File: src/rtl/usb_bus_event_status.sv
module usb_bus_event_status #(
  parameter int NUM_EP = 8,
  parameter int ADDR_W = 7,
  parameter int FN_W   = 11,
  parameter int CFG_W  = 8,
  parameter int EPF_W  = 8,
  parameter int DATA_W = 8,
  localparam int EP_W  = (NUM_EP > 1) ? $clog2(NUM_EP) : 1
) (
  input  logic                    clk,
  input  logic                    rst_n,
  input  logic                    bus_rst_start,
  input  logic                    bus_rst_end,
  input  logic                    sof_seen,
  input  logic [FN_W-1:0]         sof_frame,
  input  logic                    sof_err,
  input  logic [NUM_EP*EPF_W-1:0] ep_flag_set,
  input  logic                    wr_en,
  input  logic [2:0]              wr_sel,
  input  logic [EP_W-1:0]         wr_ep,
  input  logic [DATA_W-1:0]       wr_data,
  output logic [ADDR_W-1:0]       dev_addr,
  output logic                    up_resume,
  output logic [FN_W-1:0]         frame_num,
  output logic                    fn_err,
  output logic [1:0]              dev_int_en,
  output logic [1:0]              dev_flags,
  output logic [NUM_EP*CFG_W-1:0] ep_cfg,
  output logic [NUM_EP*EPF_W-1:0] ep_int_en,
  output logic [NUM_EP*EPF_W-1:0] ep_int_flag,
  output logic [NUM_EP-1:0]       ep_stall0,
  output logic [NUM_EP-1:0]       ep_stall1,
  output logic [NUM_EP-1:0]       ep_summary,
  output logic                    irq,
  output logic                    bus_rst_active
);

  localparam logic [2:0] SEL_ADDR   = 3'd0;
  localparam logic [2:0] SEL_CTRL   = 3'd1;
  localparam logic [2:0] SEL_DEVEN  = 3'd2;
  localparam logic [2:0] SEL_DEVCLR = 3'd3;
  localparam logic [2:0] SEL_EPCFG  = 3'd4;
  localparam logic [2:0] SEL_EPEN   = 3'd5;
  localparam logic [2:0] SEL_EPCLR  = 3'd6;
  localparam logic [2:0] SEL_STALL  = 3'd7;

  logic       busy;
  logic [1:0] dev_set, dev_clr;

  assign busy    = bus_rst_start | bus_rst_active;
  assign dev_set = {sof_seen, bus_rst_end & bus_rst_active & ~bus_rst_start};
  assign dev_clr = (wr_en && wr_sel == SEL_DEVCLR) ? wr_data[1:0] : 2'b00;
  assign irq     = |(dev_flags & dev_int_en);

  always_ff @(posedge clk or negedge rst_n) begin
    if (!rst_n)             bus_rst_active <= 1'b0;
    else if (bus_rst_start) bus_rst_active <= 1'b1;
    else if (bus_rst_end)   bus_rst_active <= 1'b0;
  end

  always_ff @(posedge clk or negedge rst_n) begin
    if (!rst_n) begin
      dev_addr  <= '0;
      up_resume <= 1'b0;
    end else if (busy) begin
      dev_addr  <= '0;
      up_resume <= 1'b0;
    end else if (wr_en) begin
      if (wr_sel == SEL_ADDR) dev_addr  <= wr_data[ADDR_W-1:0];
      if (wr_sel == SEL_CTRL) up_resume <= wr_data[0];
    end
  end

  always_ff @(posedge clk or negedge rst_n) begin
    if (!rst_n) begin
      frame_num <= '0;
      fn_err    <= 1'b0;
    end else if (busy) begin
      frame_num <= '0;
      fn_err    <= 1'b0;
    end else if (sof_seen) begin
      frame_num <= sof_frame;
      fn_err    <= sof_err;
    end
  end

  always_ff @(posedge clk or negedge rst_n) begin
    if (!rst_n) begin
      dev_int_en <= 2'b00;
      dev_flags  <= 2'b00;
    end else begin
      if (wr_en && wr_sel == SEL_DEVEN) dev_int_en <= wr_data[1:0];
      dev_flags <= (dev_flags & ~dev_clr) | dev_set;
    end
  end

  for (genvar e = 0; e < NUM_EP; e++) begin : g_ep
    logic hit;
    logic [EPF_W-1:0] clr;
    assign hit = wr_en && (wr_ep == EP_W'(e));
    assign clr = (hit && wr_sel == SEL_EPCLR) ? wr_data[EPF_W-1:0] : '0;
    assign ep_summary[e] = |(ep_int_flag[e*EPF_W +: EPF_W] & ep_int_en[e*EPF_W +: EPF_W]);

    always_ff @(posedge clk or negedge rst_n) begin
      if (!rst_n)                          ep_cfg[e*CFG_W +: CFG_W] <= '0;
      else if (e != 0 && busy)             ep_cfg[e*CFG_W +: CFG_W] <= '0;
      else if (hit && wr_sel == SEL_EPCFG) ep_cfg[e*CFG_W +: CFG_W] <= wr_data[CFG_W-1:0];
    end

    always_ff @(posedge clk or negedge rst_n) begin
      if (!rst_n) begin
        ep_int_en[e*EPF_W +: EPF_W]   <= '0;
        ep_int_flag[e*EPF_W +: EPF_W] <= '0;
        ep_stall0[e]                  <= 1'b0;
        ep_stall1[e]                  <= 1'b0;
      end else if (busy) begin
        ep_int_en[e*EPF_W +: EPF_W]   <= '0;
        ep_int_flag[e*EPF_W +: EPF_W] <= '0;
        ep_stall0[e]                  <= 1'b0;
        ep_stall1[e]                  <= 1'b0;
      end else begin
        if (hit && wr_sel == SEL_EPEN) ep_int_en[e*EPF_W +: EPF_W] <= wr_data[EPF_W-1:0];
        if (hit && wr_sel == SEL_STALL) begin
          ep_stall0[e] <= wr_data[0];
          ep_stall1[e] <= wr_data[1];
        end
        ep_int_flag[e*EPF_W +: EPF_W] <= (ep_int_flag[e*EPF_W +: EPF_W] & ~clr)
                                         | ep_flag_set[e*EPF_W +: EPF_W];
      end
    end
  end

endmodule


File: config.mk
export PLATFORM = sky130hd
export DESIGN_NAME = usb_bus_event_status
export DESIGN_NICKNAME = d
export VERILOG_FILES = /design/src/rtl/usb_bus_event_status.sv
export SDC_FILE = /design/constraint.sdc
export NUM_CORES = 1
export LEC_CHECK = 0
export BUFFER_PORTS_ARGS = -buffer_cell sky130_fd_sc_hd__buf_2
export CORE_ASPECT_RATIO = 0.9
export CORE_MARGIN = 2
export CORE_UTILIZATION = 45
export DETAILED_ROUTE_END_ITERATION = 6
export GPL_ROUTABILITY_DRIVEN = 0
export PLACE_DENSITY = 0.76
export REMOVE_ABC_BUFFERS = 1
export SLEW_MARGIN = 20
export SYNTH_ARGS = -nofsm -noshare
export SYNTH_HDL_FRONTEND = slang
export SYNTH_SLANG_ARGS = --single-unit
File: constraint.sdc
create_clock -name clk -period 1.7 [get_ports clk]
set_input_delay 0.17 -clock clk [delete_from_list [all_inputs] [get_ports clk]]
set_output_delay 0.17 -clock clk [all_outputs]
set_load 0.01 [all_outputs]
# Word-level counts from Yosys, hierarchy flattened
# Index checks and enable logic that the tools add are counted.
# word_totals
ff_bits	233
in_bits	96
output_inout_bits	242
word_cells	275
# classes
eq_ne	14
muxes	91
bitwise	40
n_reduce_logical	83
# op_table
operator	count
$mux W8	46
$and A8 B8 Y8	16
$not A8 Y8	8
$or A8 B8 Y8	8
$reduce_or A8 Y1	8
$reduce_bool A2 Y1	28
$logic_and A1 B1 Y1	42
$mux W1	39
$eq A3 B3 Y1 const B	8
$mux W11	2
$mux W7	3
$eq A3 B2 Y1 const B	4
$eq A3 B1 Y1 const B	2
$logic_not A3 Y1	2
$and A2 B2 Y2	2
$reduce_and A2 Y1	2
$and A1 B1 Y1	2
$mux W2	1
$not A2 Y2	1
$or A2 B2 Y2	1
$reduce_or A2 Y1	1
$not A1 Y1	1
$or A1 B1 Y1	1

# Longest topological paths before layout
# depth
word_depth	8
depth_mapped	6
depth_no_buf	3

# Worst setup path after synthesis
# OpenSTA, ideal clock, no wires.
# synth_path
path_type	register to register
start	register bus_rst_active
end	register ep_int_en[0]
setup_time_ns	0.079
arrival_ns	1.306
path_slack_ns	0.314
path_stages_with_launch	6
period_less_slack_ns	1.386
cell_sequence	dfrtp_1 > nor2_2 > buf_2 > buf_1 > nand2_1 > mux2i_1
# synth_between
elab_chain_cells	2
# synth_rtl
item	line	text
start, declared	35	output logic bus_rst_active
start signal, assigned	56	if (!rst_n) bus_rst_active <= 1'b0;
start signal, assigned	57	else if (bus_rst_start) bus_rst_active <= 1'b1;
start signal, assigned	58	else if (bus_rst_end) bus_rst_active <= 1'b0;
$or A1 B1 Y1 (*)	50	assign busy = bus_rst_start | bus_rst_active;
$mux W8 / $reduce_bool A2 Y1 (equally long branches)	--	
end signal, assigned by index	122	if (hit && wr_sel == SEL_EPEN) ep_int_en[e*EPF_W +: EPF_W] <= wr_data[EPF_W-1:0];
end, declared	29	output logic [NUM_EP*EPF_W-1:0] ep_int_en,
# Mark *: on every way between the ends. The rest lies on a longest branch, timed or not.
# A chain may end at the register's enable or synchronous reset.

# Final worst setup path
# layout_path
start	register ep_int_en[12]
end	output ep_summary[1]
# layout_between
elab_chain_cells	2
# layout_rtl
item	line	text
$and A8 B8 Y8	102	assign ep_summary[e] = |(ep_int_flag[e*EPF_W +: EPF_W] & ep_int_en[e*EPF_W +: EPF_W]);
$reduce_or A8 Y1	102	
end, declared	33	output logic [NUM_EP-1:0] ep_summary,
# No other way between the ends.

==> impl_metrics.tcl <==
set metrics [dict create \
    status "completed" \
    synth_seq_cells 233 \
    report.final.slew_viol_count 0 \
    finalWirelength_um 34790 \
    drtIter0Drc 680 \
    insertion_delay_ns 0.51 \
    ys.flop_type "dfrtp_1" \
    cts_tree "done" \
    grt_pass1_vias 8970 \
    maxCapViolations 0 \
    ys_warn_count 0 \
    die_y_um 145.6 \
    tightest_slew_ns 0.5186 \
    die-area_um2 23490 \
    crit_slowest_cell "dfrtp_1" \
    pre_cts_slack_ns 0.2000 \
    final_util 0.6419 \
    die_x_um 161.3 \
    critPathTopFamily "flip-flops" \
    finalHoldViolCount 0 \
    start_util 0.4608 \
    rsz0062_at_grt "false" \
    clk_path_buf_depth 3 \
    crit_type "register to primary output" \
    fill_cells 1721 \
    synth_area_leaders "dfrtp_1 58%, mux2i_1 15%, nand2_1 5.8%, o21ai_0 3.6%, a21oi_1 3.2%" \
    finalSetupViolCount 0 \
    end_kind "primary output" \
    first_pass_iters 7 \
    via_per_inst 5.402 \
    synth_edf_count 0 \
    postCtsSetupRepairBufs 0 \
    wl_per_cell_um 20.96 \
    setup.worst_path.start_class "register" \
    place_hpwl_um 23340 \
    worst-endpoint-required_ns 1.53 \
    synth_commonest_cells "233 x dfrtp_1, 154 x nand2_1, 149 x mux2i_1, 72 x o21ai_0, 66 x inv_1" \
    ys_types 37 \
    fin_ws_ns 0.06729 \
    multi_input_area_um2 3752 \
    async_flop_share 1.000 \
    avgSynthCellArea_um2 11.01 \
    cts_root_buffer "clkbuf_16" \
    ant_nets 0 \
    dpl.cell_count 1536 \
    portBuffers 337 \
    critical_path_arrival_ns 1.46 \
    instances_no_fill 1660 \
    track_usage 0.2899 \
    nets 1455 \
    finalCriticalPeriod_ns 1.633 \
    leakage_nw 8.147 \
    hold_path_class "primary input to register" \
    htree_levels 1 \
    cts_made_buffers 25 \
    clk_pin_slew_ns 0.06 \
    synth.largest_area_cell "dfrtp_1" \
    synth-seq-area-share 0.5816 \
    vdd_ir_drop_max_mv 0.6164 \
    synth_cells 911 \
    fmax_mhz 612.5 \
    vias 8967 \
    worst-path-max-fanout 3 \
    crit_path_max_incr_delay_ns 0.42 \
    finClkSkew_ns 0.006631 \
    clkSinkCount 233 \
    grt-ovfl-total 0 \
    post-route-period-util 0.9604 \
    seq_area_um2 5831 \
    cp_cell_sequence "a22oi_1 -> nand4_1 -> buf_2" \
    placementRows 51 \
    grt_max_degree 78 \
    remaining_drc_errors 0 \
    drive_above_1_share 0.3333 \
    ios 338 \
    syn_area_um2 10030 \
    area_delta_synth_final_pct 39.31 \
    grt_pass1_wl_um 52580 \
    yosysMostFrequentCell "dfrtp_1" \
    crit_buf_inv 1 \
    ff2ff_setup_slack_ns 0.24 \
    power_density_nw_per_um2 855.6 \
    core_area_um2 21760 \
    grt_antenna_before_repair 1 \
    relSlewSlack 0.6543 \
    synth_top_area_share 0.5816 \
]
## metal layers
layer,GRT usage,up-vias,part of all wire
li1,-,4001,-
met4,0.1179,0,0.043
met1,0.3828,4399,0.40
met2,0.4744,477,0.48
met3,0.05272,90,0.075
met5,0,-,0
## flip-flops by register name (all words and copies together) (netlist names)
name / count
dev_flags: 2
dev_addr: 7
ep_stall0: 8
dev_int_en: 2
ep_int_flag: 64
frame_num: 11
ep_cfg: 64
ep_int_en: 64
bus_rst_active: 1
ep_stall1: 8
fn_err: 1
up_resume: 1
## cell families after synthesis
kind of cell | count (synthesis) | share of synthesized area
AOI/OAI and AO/OA | 171 | 0.09447
buffers and inverters | 118 | 0.04692
DFF | 233 | 0.5816
muxes | 159 | 0.1600
and+or+nand+nor | 230 | 0.1171
## report_power, final
part	total (W)	leakage, nW	internal [W]	switching (W)
clock	0.00506	0.361	0.00297	0.00208
combinational	0.00115	4.58	0.000492	0.000657
sequential	0.00574	3.21	0.00566	0.0000855
total	0.0120	8.15	0.00912	0.00283
## repair_timing
item | CTS | global route
endpoints found under the setup margin | 0 | 3
gates resized for setup | 0 | 3
hold endpoints to repair | 323 | 0
hold buffers | 87 | 0
## cell usage in the layout, fill, tap and decap left out, types with 2 or more instances in the layout
master	synthesis	routed
nor2_1	13	13
buf_12	0	8
and4b_2	2	2
buf_2	11	336
clkbuf_16	0	25
nand3_1	7	7
a21oi_1	64	64
o21ai_0	72	72
clkbuf_1	31	5
buf_4	3	41
nand4b_1	11	11
mux2_2	10	10
nand4_1	9	9
nand4bb_1	3	3
nand2_4	8	8
nand2b_1	2	2
a22oi_2	0	3
dlygate4sd3_1	0	87
and4bb_2	4	4
a22oi_1	32	29
mux2i_1	149	149
inv_1	66	66
nand2_2	6	7
dfrtp_1	233	233
clkbuf_8	0	4
nand2_1	154	153
## worst paths after layout
check                          startpoint             to  cells past startpoint
min reg2reg                   dev_addr[5]    dev_addr[5]                      2
max reg2reg                bus_rst_active   ep_stall1[7]                      5
max                         ep_int_en[12]  ep_summary[1]                      3
min in group asynchronous           rst_n    dev_addr[2]                      2
min                         bus_rst_start   dev_flags[0]                      3
max in group asynchronous           rst_n   frame_num[5]                      3
## area by class of cell
| class | count | share of cell area |
|---|---|---|
| sequential | 233 | 0.4175 |
| inverter | 66 | 0.01774 |
| timing repair buffer | 473 | 0.2173 |
| multi-input combinational | 560 | 0.2687 |
| antenna | 1 | 0.0001792 |
| tap | 291 | 0.02607 |
| clock buffer | 34 | 0.05008 |
| clock inverter | 2 | 0.002508 |
## tightest hold or removal path, delay by kind of cell
family,cells,cell delay [ns]
buffers and inverters,2,0.21
AO/OA/AOI/OAI,1,0.17
## per-stage QoR
stage | TNS, ns | power, W | hold WS [ns] | instance area (um^2)
after global placement | 0 | 0.006794 | 0.08893 | 12340
after detailed placement | 0 | 0.006812 | 0.09466 | 12340
final | 0 | 0.01195 | 0.08819 | 13970
after CTS | 0 | 0.01201 | 0.05624 | 13950
after global routing | 0 | 0.01241 | 0.09951 | 13970
after floorplan | -442.06 | 0.006175 | -0.1256 | 9803
No activity file was read; power rests on OpenSTA's default activity.
